File: config.mk
export PLATFORM = sky130hd
export DESIGN_NAME = dual_scrambler
export DESIGN_NICKNAME = d
export VERILOG_FILES = /design/src/rtl/scr_pkg.sv /design/src/rtl/scr_lfsr.sv /design/src/rtl/scr_seed_map.sv /design/src/rtl/dual_scrambler.sv
export SDC_FILE = /design/constraint.sdc
export NUM_CORES = 1
export LEC_CHECK = 0
export CORE_MARGIN = 10
export CORE_UTILIZATION = 47
export CTS_CLUSTER_DIAMETER = 120
export CTS_CLUSTER_SIZE = 28
export DETAILED_ROUTE_END_ITERATION = 8
export GPL_ROUTABILITY_DRIVEN = 0
export MAX_ROUTING_LAYER = met4
export PLACE_DENSITY = 0.75
export SLEW_MARGIN = 20
export SYNTH_ARGS = -nofsm -noshare
export SYNTH_HDL_FRONTEND = slang
export SYNTH_HIERARCHICAL = 1
export SYNTH_SLANG_ARGS = --single-unit
File: constraint.sdc
create_clock -name clk_i -period 1.8 [get_ports clk_i]
set_input_delay 0.36 -clock clk_i [delete_from_list [all_inputs] [get_ports clk_i]]
set_output_delay 0.36 -clock clk_i [all_outputs]
set_load 0.02 [all_outputs]
File: src/rtl/scr_pkg.sv
package scr_pkg;
  localparam int unsigned SHORT_W   = 6;
  localparam int unsigned LONG_W    = 15;
  localparam int unsigned SEED_LO_W = 8;
  localparam int unsigned SEED_HI_W = LONG_W - SEED_LO_W;

  typedef enum logic [1:0] {
    MODE_SHORT   = 2'b00,
    MODE_LONG    = 2'b01,
    MODE_OFF     = 2'b10,
    MODE_OFF_ALT = 2'b11
  } scr_mode_e;
endpackage

File: src/rtl/scr_lfsr.sv
module scr_lfsr #(
  parameter int unsigned WIDTH  = 6,
  parameter int unsigned TAP_HI = WIDTH - 1,
  parameter int unsigned TAP_LO = WIDTH - 2
) (
  input  logic             clk_i,
  input  logic             rst_ni,
  input  logic             load_i,
  input  logic             step_i,
  input  logic [WIDTH-1:0] seed_i,
  output logic             fb_o
);
  logic [WIDTH-1:0] state_q, cur, nxt;

  // seed bypass lets the bit in the load cycle use the fresh seed
  always_comb begin
    cur  = load_i ? seed_i : state_q;
    fb_o = cur[TAP_HI] ^ cur[TAP_LO];
    nxt  = cur;
    if (step_i) nxt = {cur[WIDTH-2:0], fb_o};
  end

  always_ff @(posedge clk_i or negedge rst_ni) begin
    if (!rst_ni)                state_q <= '0;
    else if (load_i || step_i)  state_q <= nxt;
  end
endmodule

File: src/rtl/scr_seed_map.sv
module scr_seed_map
  import scr_pkg::*;
(
  input  logic [SEED_LO_W-1:0] seed_lo_i,
  input  logic [SEED_HI_W-1:0] seed_hi_i,
  output logic [LONG_W-1:0]    seed_long_o,
  output logic [SHORT_W-1:0]   seed_short_o
);
  assign seed_long_o  = {seed_hi_i, seed_lo_i};
  // bit 1 of the high part is unused by the short generator
  assign seed_short_o = {seed_hi_i[SEED_HI_W-1:2], seed_hi_i[0]};
endmodule

File: src/rtl/dual_scrambler.sv
module dual_scrambler
  import scr_pkg::*;
(
  input  logic                 clk_i,
  input  logic                 rst_ni,
  input  logic [1:0]           mode_i,
  input  logic [SEED_LO_W-1:0] seed_lo_i,
  input  logic [SEED_HI_W-1:0] seed_hi_i,
  input  logic                 pos_before_fec_i,
  input  logic                 burst_start_i,
  input  logic                 valid_i,
  input  logic                 data_i,
  output logic                 data_o,
  output logic                 valid_o,
  output logic                 pre_fec_o
);
  scr_mode_e            mode_q, eff_mode;
  logic [LONG_W-1:0]    seed_long;
  logic [SHORT_W-1:0]   seed_short;
  logic                 fb_short, fb_long, fb_sel;
  logic                 step_short, step_long;

  scr_seed_map u_seed_map (
    .seed_lo_i   (seed_lo_i),
    .seed_hi_i   (seed_hi_i),
    .seed_long_o (seed_long),
    .seed_short_o(seed_short)
  );

  always_comb begin
    eff_mode   = burst_start_i ? scr_mode_e'(mode_i) : mode_q;
    step_short = valid_i && (eff_mode == MODE_SHORT);
    step_long  = valid_i && (eff_mode == MODE_LONG);
  end

  scr_lfsr #(.WIDTH(SHORT_W)) u_lfsr_short (
    .clk_i (clk_i),
    .rst_ni(rst_ni),
    .load_i(burst_start_i),
    .step_i(step_short),
    .seed_i(seed_short),
    .fb_o  (fb_short)
  );

  scr_lfsr #(.WIDTH(LONG_W)) u_lfsr_long (
    .clk_i (clk_i),
    .rst_ni(rst_ni),
    .load_i(burst_start_i),
    .step_i(step_long),
    .seed_i(seed_long),
    .fb_o  (fb_long)
  );

  always_comb begin
    unique case (eff_mode)
      MODE_SHORT: fb_sel = fb_short;
      MODE_LONG:  fb_sel = fb_long;
      default:    fb_sel = 1'b0;
    endcase
  end

  always_ff @(posedge clk_i or negedge rst_ni) begin
    if (!rst_ni) begin
      mode_q    <= MODE_OFF;
      pre_fec_o <= 1'b0;
      valid_o   <= 1'b0;
      data_o    <= 1'b0;
    end else begin
      if (burst_start_i) begin
        mode_q    <= scr_mode_e'(mode_i);
        pre_fec_o <= pos_before_fec_i;
      end
      valid_o <= valid_i;
      if (valid_i) data_o <= data_i ^ fb_sel;
    end
  end
endmodule

### Yosys cells after proc, flatten, opt, wreduce, memory -nomap -nowiden

Cells that the tools add are included.

* eq/ne operators: 1
* muxes and demuxes: 6
* bitwise operators: 3
* reductions and logical operators: 5

Operators by type and width (number)
* $mux W15: 2
* $mux W6: 2
* $xor A1 B1 Y1: 3
* $eq A2 B1 Y1 const B: 1
* $logic_and A1 B1 Y1: 2
* $logic_not A2 Y1: 1
* $logic_or A1 B1 Y1: 2
* $mux W2: 1
* $pmux W1 S2: 1

* bits in registers: 26
* input bits: 23
* output and inout bits: 3
* logic and storage cells: 21

### Depth between registers and ports, before layout

Gate-level depths: netlist of run 1.

* depth in word-level cells: 4
* depth in mapped cells: 7
* depth with buffers taken out: 6

### Modules after synthesis

Netlist of run 1, hierarchy kept.

Modules (own cells, without submodules)
* scr_lfsr at u_lfsr_long: instances 1, cells each 36, area each 800.8 um^2, sequential area each 375.4 um^2
* scr_lfsr at u_lfsr_short: instances 1, cells each 16, area each 325.3 um^2, sequential area each 150.1 um^2
* dual_scrambler: instances 1, cells each 24, area each 256.5 um^2, sequential area each 126.4 um^2
* scr_seed_map: instances 1, cells each 21, area each 157.7 um^2, sequential area each 0.0 um^2

### Least setup slack after synthesis of run 1

OpenSTA, ideal clock, no wires.

* kind: input -> register
* start point: in burst_start_i
* end point: reg u_lfsr_long.state_q[2]
* library setup time: 138 ps
* data arrival time: 1754 ps
* required time: 1662 ps
* slack: -92 ps
* stages: 5
* path buffers: 1
* path through: mux2_2 or2_1 a21oi_1 buf_2 mux4_2

* word-level cells in the longest chain between the ends: 4
* elaborated cells between the ends (all ways): 6
* classes of those cells: 1 x eq/ne; 3 x mux; 2 x reduce/logical

Ends and longest elaborated chain
* start, declared: line dual_scrambler.sv:10 `input logic burst_start_i,`
* $mux W2 (*): line dual_scrambler.sv:31 `eff_mode = burst_start_i ? scr_mode_e'(mode_i) : mode_q;`
* $eq A2 B1 Y1 (*): line dual_scrambler.sv:33 `step_long = valid_i && (eff_mode == MODE_LONG);`
* $logic_and A1 B1 Y1 (*): line dual_scrambler.sv:33
* net step_long: line dual_scrambler.sv:21 `logic step_short, step_long;`
* $mux W15 or $logic_or A1 B1 Y1 (tied branches): line scr_lfsr.sv:20, scr_lfsr.sv:25
* end signal, assigned: line scr_lfsr.sv:25 `else if (load_i || step_i) state_q <= nxt;`
* end, declared: line scr_lfsr.sv:13 `logic [WIDTH-1:0] state_q, cur, nxt;`

The timed path passes the listed nets; every way through them passes the cells marked *.
A chain may end at the register's enable or synchronous reset.

### Worst setup path in the final report of run 1

* start point: in mode_i[1]
* end point: reg u_lfsr_long.state_q[4]

* word-level cells in the longest chain between the ends: 4
* elaborated cells between the ends (all ways): 5
* classes of those cells: 1 x eq/ne; 2 x mux; 2 x reduce/logical

Ends and longest elaborated chain
* start, declared: line dual_scrambler.sv:6 `input logic [1:0] mode_i,`
* $mux W2 (*): line dual_scrambler.sv:31
* net eff_mode[1]: line dual_scrambler.sv:17 `scr_mode_e mode_q, eff_mode;`
* $eq A2 B1 Y1 (*): line dual_scrambler.sv:33
* $logic_and A1 B1 Y1 (*): line dual_scrambler.sv:33
* net step_long: line dual_scrambler.sv:21
* $mux W15 or $logic_or A1 B1 Y1 (tied branches): line scr_lfsr.sv:20, scr_lfsr.sv:25

Marked as above.

==> flow_results.org, run 1 <==
** Run status
- Run status :: complete, no violations

** Drt
- Via count :: 880
- First-pass DRT Iterations :: 4
- The first routing iteration left 51 violations.
- Post-detailed-route count of antenna-violating nets :: 0
- Summed over all layers, the routed wires come to around 3100 um.
- In the final routed layout, each cell accounts on average for about 20 um.
- After detailed routing, the number of remaining DRC violations is 0.
- Via density :: approximately 5.5

** Global route
- Gr usage total :: between 10% and 20%
- The via count of the first global-routing pass came to between 1000 and 1500.
- Total gr overflow :: 0
- Initial antenna violation count :: 0
- Largest net degree at the start of global routing :: 27
- The first global-routing pass estimated around 5300 um of wire.

** Clock tree
- Cts bufs inserted :: 3
- TritonCTS built the clock tree.
- Root cell of the clock tree :: sky130_fd_sc_hd__clkbuf_4
- Deepest clock path buffer count :: 2
- CTS HTree Levels :: 1
- The number of hold buffers added after CTS was 0.
- Clk sink count :: 26
- The clock reaches the later pin of the worst-skew pair after about 0.33 ns.
- Clock-pin slew was measured on the worst setup and hold paths at around 0.15 ns.

** Placed design
- Placement-stage cell area :: about 0.0017 mm^2
- Port buffer count :: 25
- Detailed-placement wirelength estimate :: 2184 um

** Final layout
- Final core utilization :: about 60%
- Number of fillers in the final layout :: 276
- Share of layout cells above drive strength 1 :: 37.39%
- Final antenna diode count :: 0
- Final Instance Area :: between 0.0015 and 0.002 mm^2
- After the last flow step, the layout net total stands at between 100 and 150.
- Compared with the post-synthesis result, the final layout area differs by 20.39%.

** Logic synthesis
- Each instance of the synthesized netlist takes up on average between 15 and 20 um^2.
- The Yosys step of the flow raised 6 warnings.
- Net Count, Synth :: between 100 and 150
- Register bit total from synthesis :: 26
- Post-Syn Area :: around 0.0015 mm^2
- Cells after Synth :: a little under 100
- Distinct cell type count of the synthesized netlist :: 24
- Sequential cells were found to cover about 42% of the synthesized design area.

** Setup path
- Along the worst path, the maximum fanout reaches 8.
- For the worst setup path, the data required time is 2.02 ns.
- Reg-to-reg critical path endpoint :: u_lfsr_long/state_q[4]$_DFFE_PN0P_
- Setup crit start kind :: primary input
- The most critical setup path has its endpoint at u_lfsr_long/state_q[4]$_DFFE_PN0P_.
- Logic depth of the worst register-to-register path :: 6
- The setup check on the worst reg-to-reg path leaves a slack of about 0.090 ns.
- The most critical setup path has its startpoint at mode_i[1].
- Category of the worst setup path capture point :: flip-flop
- The worst register-to-register path begins at mode_q[1]$_DFF_PN1_.
- Critical Path AT :: approximately 2.0 ns
- Critical Setup Path Class :: primary input to flip-flop

** Timing
- Clock period minus final worst setup slack :: around 1.7 ns
- Number of failing setup endpoints in the final timing report :: 0
- Hold Fails Final Rpt :: 0
- Max Clk Rate :: around 570 MHz
- Setup repair after global routing missed its margin :: false
- Slew margin rel. :: ~77%
- Actual slew at the worst max-slew pin :: 0.3442 ns
- Max-slew violation count :: 0
- Of the available clock period, the critical path in the final layout requires between 90% and 100%.
- Final clock skew :: roughly 0.0027 ns
- Min Hold Slack :: between 0.3 and 0.4 ns

** Power and ir drop
- Logic pwr share :: about a quarter
- For this design the total switching power over the nets is between 300 and 400 uW.
- Sequential cells account for 48.1% of the total power.
- Cell-internal power :: about 1.1 mW
- Per report_power, the clock group accounts for a little over a quarter of the total.
- Of the total power, the share spent switching nets is around a quarter.
- VDD sags by at most 0.4338 mV.
- In this run the static leakage power is 0.7440 nW.
- Power spread over the standard cell area amounts to approximately 800 mW/mm^2.

** Floorplan
- Once the floorplan was initialized, standard cells occupied 49.64% of the core.
- Die width :: approximately 77 um
- DIE AREA :: roughly 0.006 mm^2
- Standard-cell row count :: 20
- Number of top-level pins :: 26
- Core box area :: between 0.003 and 0.004 mm^2
- From bottom edge to top edge, the die measures around 77 um.

** Min path
- The worst hold path belongs to the class primary input to asynchronous set/reset pin.

** Flow run
- Number of max-cap violations :: 0
## worst max-delay path: stages
cell                              delay (ns)
sky130_fd_sc_hd__clkdlybuf4s50_1        0.42
sky130_fd_sc_hd__mux2_4                 0.27
sky130_fd_sc_hd__or2_4                  0.24
sky130_fd_sc_hd__a21oi_4                0.13
sky130_fd_sc_hd__buf_4                  0.14
sky130_fd_sc_hd__buf_12                 0.11
sky130_fd_sc_hd__mux4_2                 0.29
## state kept, by name, indices dropped and copies added, names as in the netlist
signal and cells:
mode_q 2, valid_o 1, pre_fec_o 1, u_lfsr_short/state_q 6, u_lfsr_long/state_q 15, data_o 1
## synth_stat cells
cell / count / area, um^2
sky130_fd_sc_hd__buf_12: 1 / 20.02
sky130_fd_sc_hd__nor2_1: 1 / 3.750
sky130_fd_sc_hd__dfstp_2: 1 / 26.28
sky130_fd_sc_hd__xor2_1: 4 / 35.03
sky130_fd_sc_hd__or2_1: 1 / 6.260
sky130_fd_sc_hd__or2b_1: 1 / 7.510
sky130_fd_sc_hd__buf_4: 21 / 157.7
sky130_fd_sc_hd__dfrtp_1: 25 / 625.6
sky130_fd_sc_hd__nand3_1: 1 / 5.000
sky130_fd_sc_hd__mux4_2: 15 / 337.8
sky130_fd_sc_hd__nand2_1: 3 / 11.26
sky130_fd_sc_hd__a211o_1: 1 / 8.760
sky130_fd_sc_hd__nand4_1: 1 / 6.260
sky130_fd_sc_hd__buf_6: 2 / 22.52
sky130_fd_sc_hd__nor3_1: 1 / 5.000
sky130_fd_sc_hd__nand2b_4: 1 / 13.76
sky130_fd_sc_hd__inv_1: 2 / 7.510
sky130_fd_sc_hd__mux4_1: 6 / 157.7
sky130_fd_sc_hd__o21ai_1: 1 / 5.000
sky130_fd_sc_hd__buf_2: 1 / 5.000
sky130_fd_sc_hd__nor3b_2: 1 / 12.51
sky130_fd_sc_hd__mux2_2: 4 / 45.04
sky130_fd_sc_hd__a21oi_1: 1 / 5.000
sky130_fd_sc_hd__o32a_1: 1 / 10.01
## what timing repair did
item	in CTS	in global routing
endpoints found under the setup margin	21	0
setup buffers	2	0
gates resized for setup	9	0
## final cells by class
type	instances	area, um^2	share of cell area, %
clock buffers	3	22.52	1.215
clock inverters	1	30.03	1.619
inverters	2	7.507	0.4049
multi-input cells	44	689.4	37.18
flip-flops and latches	26	651.9	35.16
well taps	44	55.05	2.969
repair buffers	39	397.9	21.46
## cell usage in the layout, fill, tap and decap left out, types with 2 or more instances in the layout
| master | Yosys | final |
|---|---|---|
| sky130_fd_sc_hd__mux4_2 | 15 | 16 |
| sky130_fd_sc_hd__buf_6 | 2 | 3 |
| sky130_fd_sc_hd__dfrtp_1 | 25 | 25 |
| sky130_fd_sc_hd__buf_4 | 21 | 9 |
| sky130_fd_sc_hd__inv_1 | 2 | 2 |
| sky130_fd_sc_hd__xor2_1 | 4 | 4 |
| sky130_fd_sc_hd__mux4_1 | 6 | 5 |
| sky130_fd_sc_hd__nand2_1 | 3 | 3 |
| sky130_fd_sc_hd__clkbuf_4 | 0 | 3 |
| sky130_fd_sc_hd__clkdlybuf4s50_1 | 0 | 24 |
| sky130_fd_sc_hd__mux2_2 | 4 | 3 |
## worst min path at each step
stage | slack [ns] | to | startpoint | depth (start not counted)
2_1_floorplan | 0.06 | data_o$_DFFE_PN0P_ | rst_ni | 0
3_3_place_gp | 0.46 | data_o$_DFFE_PN0P_ | data_o$_DFFE_PN0P_ | 2
3_5_place_dp | 0.48 | data_o$_DFFE_PN0P_ | data_o$_DFFE_PN0P_ | 2
4_1_cts | 0.38 | mode_q[0]$_DFF_PN0_ | rst_ni | 2
5_1_grt | 0.39 | mode_q[0]$_DFF_PN0_ | rst_ni | 2
6_report | 0.38 | u_lfsr_long/state_q[2]$_DFFE_PN0P_ | rst_ni | 2
## kinds of logic (layout without fill, tap and decap cells)
group                     count (synthesis)  in the layout  synth area share (%)
DFF                                      26             26                 42.32
AOI/OAI and AO/OA                         4              4                 1.868
and+or+nand+nor                          11             11                 4.630
muxes                                    25             25                 35.09
xor gates and xnor gates                  4              4                 2.274
buffers and inverters                    27             45                 13.81
## metrics by stage
step | power, mW | std cells | setup WS (ns) | TNS [ns]
after CTS | 1.523 | 159 | 0.06229 | 0
after global placement | 1.074 | 152 | -0.3981 | -8.345
after global routing | 1.589 | 159 | 0.001799 | 0
after detailed placement | 1.089 | 152 | -0.4644 | -9.442
after floorplan | 0.9788 | 97 | 0.02207 | 0
final | 1.512 | 159 | 0.05046 | 0
## power by group through the flow
| stage | clock network, mW | registers (mW) | logic [mW] |
|---|---|---|---|
| 3_3_place_gp | 0 | 0.728 | 0.345 |
| 3_5_place_dp | 0 | 0.733 | 0.356 |
| 5_1_grt | 0.446 | 0.739 | 0.404 |
| 6_report | 0.411 | 0.728 | 0.373 |
| 2_1_floorplan | 0 | 0.725 | 0.254 |
| 4_1_cts | 0.418 | 0.726 | 0.378 |
## per-layer routing
metal	GRT usage, %	vias to the layer above	share of wire (%)
met5	-	-	0
met4	3.467	0	1.4
met3	2.797	4	2.3
met2	18.14	20	51
met1	13.54	468	45
li1	-	388	-
Power figures use the tool's default switching activity.
==> run 2, diff against run 1 <==
Settings changed: SETUP_SLACK_MARGIN set to 0.2.
==> run 2 against run 1 <==
  * Utilization increased by 0.77 points
  * Sequential share of layout area is 0.38 points lower
  * Sequential power about the same
  * Worst hold slack improved by 0.011 ns
  * Count of clock-buffer cells in the layout did not move
  * Worst setup slack improved by 0.033 ns
  * Total power grew 0.62%
  * Fmax grew 1.9%
  * Clock power shrank 3%
  * Die area unchanged
==> flow_results.org, run 2 (synthesis gave the netlist of run 1 again) <==
** Power and ir drop
- The power per cell area was 810.3 mW/mm^2 (-0.65%).
- The leakage power is 0.7605 nW (+2.2%).
- The maximum ir drop on the vdd rail came to 0.4759 mV (+9.7%).

** Timing
- Final clock skew :: 0.005181 ns (+0.002443 ns)
- Max-slew violation count :: 0 (unchanged)
- Slew margin rel. :: 77.39% (+0.34 points)
- Actual slew at the worst max-slew pin :: 0.3391 ns (-0.005103 ns)
- Setup repair after global routing could not meet its margin everywhere.
- The post-layout worst setup margin was 0.08318 ns (+0.03272 ns).
- Min Hold Slack :: 0.3884 ns (+0.01142 ns)
- Hold Fails Final Rpt :: 0 (unchanged)
- The maximum clock frequency is 582.5 MHz (+1.9%).
- The final critical-path required period came to 1.717 ns (-0.03272 ns).
- The final worst-path cycle share was 95.38% (-1.8 points).
- The final number of setup-violating endpoints came to 0 (unchanged).

** Clock tree
- Deepest clock path buffer count :: 2 (unchanged)
- Clock-pin slew on the worst setup and hold paths :: 0.14 ns (about the same)
- The depth of the CTS H-tree is 1 (unchanged).
- Cts-stage hold buffer count :: 0 (unchanged)
- Clk sink count :: 26 (unchanged)
- CTS tree :: yes
- Cts bufs inserted :: 3 (unchanged)
- Clock latency on the worst-skew pair :: 0.32 ns (about the same)
- In this run the clock root is driven by a sky130_fd_sc_hd__clkbuf_4.

** Final layout
- The layout cell share with drive strength beyond 1 was 42.74% (+5.3 points).
- The number of cells in the finished layout apart from fillers came to 161 (+1.3%).
- Largest register by flop count :: u_lfsr_long/state_q
- Number of fillers in the final layout :: 259 (-6.2%)
- In the final layout, the registers with the most flip-flops are u_lfsr_long/state_q: 15 flops, u_lfsr_short/state_q: 6 flops, mode_q: 2 flops.
- Max FFs per register :: 15 (unchanged)
- The count of antenna diodes in the layout is 0 (unchanged).
- Final net count :: 141 (+1.4%)
- The library cell used most frequently in the layout, excluding fill and tap cells, is sky130_fd_sc_hd__dfrtp_1.
- Final core utilization :: 60.52% (+0.77 points)
- In the layout the commonest cells are 24 x sky130_fd_sc_hd__dfrtp_1, 18 x sky130_fd_sc_hd__clkdlybuf4s50_1, 18 x sky130_fd_sc_hd__mux4_2, 10 x sky130_fd_sc_hd__buf_4, 7 x sky130_fd_sc_hd__dlygate4sd2_1.
- From synthesis to final layout, the design area changed by 21.93%.
- The area of all placed cells without fillers was 0.001878 mm^2 (+1.3%).

** Placed design
- The cell area after placement was 0.001748 mm^2 (+0.50%).
- Port buffer count :: 25 (unchanged)
- The post-place setup slack is -0.4557 ns (+0.008623 ns).
- Detailed-placement wirelength estimate :: 2115 um (-3.2%)
- Number of placed cells counting well taps :: 151 (-0.66%)

** Drt
- Post-detailed-route count of antenna-violating nets :: 0 (unchanged)
- The vias after detailed routing is 869 (-1.3%).
- Sum of routed wire length over all layers :: 2937 um (-5.4%)
- Starting DRT DRC Count :: 99 (+94%)
- The residual DRC count came to 0 (unchanged).
- DR WL/cell :: 18.24 um (-6.6%)
- Via density :: 5.398 (-2.5%)
- The number of detailed-route iterations in the first pass is 4 (unchanged).

** Global route
- Gr usage total :: 10.98% (-0.27 points)
- The remaining global-route overflow was 0 (unchanged).
- Largest net degree at the start of global routing :: 27 (unchanged)
- Initial antenna violation count :: 0 (unchanged)
- Vias in the first global route :: 1013 (-3.4%)
- The wire length of the first global-routing pass is 5175 um (-2.0%).

** Run status
- Run status :: complete, no violations

** Setup path
- Setup crit start kind :: flip-flop
- Category of the worst setup path capture point :: flip-flop
- The worst endpoint data arrival time is 1.92 ns (-0.05 ns).
- Critical Setup Path Class :: flip-flop to flip-flop
- The required time of the critical path is 2.00 ns (-0.02 ns).
- The maximum net fanout on the critical path is 8 (unchanged).

** Floorplan
- Standard-cell row count :: 20 (unchanged)
- The core footprint came to 0.003103 mm^2 (unchanged).
- Die height :: 77.25 um (unchanged)
- Number of top-level pins :: 26 (unchanged)
- The width of the die came to 77.25 um (unchanged).
- The die area is 0.005967 mm^2 (unchanged).
- Starting Density :: 49.64% (unchanged)

** Flow run
- Number of max-cap violations :: 0 (unchanged)

** Min path
- The worst hold path belongs to the class primary input to asynchronous set/reset pin.
-- run 2: changes by cell type in the layout (fill, tap and decap cells not counted), moves of 2 or more --
cell and change:
sky130_fd_sc_hd__clkdlybuf4s50_1 -6, sky130_fd_sc_hd__dlygate4sd2_1 +6, sky130_fd_sc_hd__mux4_1 -2, sky130_fd_sc_hd__mux4_2 +2
-- run 2: path summary, 6_finish.rpt --
path,startpoint,slack [ns],to,cells after the start
hold reg to reg,data_o$_DFFE_PN0P_,0.50,data_o$_DFFE_PN0P_,2
max in group asynchronous,rst_ni,1.10,mode_q[1]$_DFF_PN1_,2
setup reg to reg,mode_q[1]$_DFF_PN1_,0.08,u_lfsr_long/state_q[0]$_DFFE_PN0P_,6
setup / recovery,mode_q[1]$_DFF_PN1_,0.08,u_lfsr_long/state_q[0]$_DFFE_PN0P_,6
hold / removal,rst_ni,0.39,u_lfsr_long/state_q[8]$_DFFE_PN0P_,2
min in group clk_i,mode_i[1],0.43,mode_q[1]$_DFF_PN1_,2
-- run 2: stage by stage --
step / TNS (ns) / total power, mW
3_5_place_dp: -8.472 / 1.094
3_3_place_gp: -7.670 / 1.080
5_1_grt: 0 / 1.617
6_report: 0 / 1.522
4_1_cts: 0 / 1.520
2_1_floorplan: 0 / 0.9867
-- run 2: repair_timing --
item | in CTS | in global routing
resized for setup | 16 | 3
buffers inserted | 4 | 1
endpoints found under the setup margin | 25 | 22
cloned | 1 | 0
pin swaps | 2 | 1
-- run 2: critical path, stage by stage (launching register included) --
cell                      delay [ns]
sky130_fd_sc_hd__dfstp_2        0.40
sky130_fd_sc_hd__mux2_4         0.27
sky130_fd_sc_hd__or2_4          0.24
sky130_fd_sc_hd__a21oi_4        0.16
sky130_fd_sc_hd__buf_6          0.13
sky130_fd_sc_hd__buf_12         0.11
sky130_fd_sc_hd__mux4_2         0.30
-- run 2: layer usage --
layer,GRT usage [%],share of wire [%],vias to the layer above
met4,2.920,1.2,0
met2,16.56,51,21
li1,-,-,390
met1,13.89,45,454
met5,-,0,-
met3,3.497,3.5,4
-- run 2: where the power goes --
group          switching [mW]  internal [mW]  total, mW
sequential             0.0537          0.673      0.726
clock                   0.175          0.225      0.400
combinational           0.138          0.258      0.395
-- run 2: layout make-up --
cell class / instances / area (um^2) / area share, %
Timing Repair Buffer: 41 / 409.1 / 21.79
Sequential cell: 26 / 653.1 / 34.78
Clock inverter: 1 / 30.03 / 1.599
Clock buffer: 3 / 22.52 / 1.199
Multi-Input combinational cell: 44 / 700.7 / 37.31
Tap cell: 44 / 55.05 / 2.931
Inverter: 2 / 7.507 / 0.3997
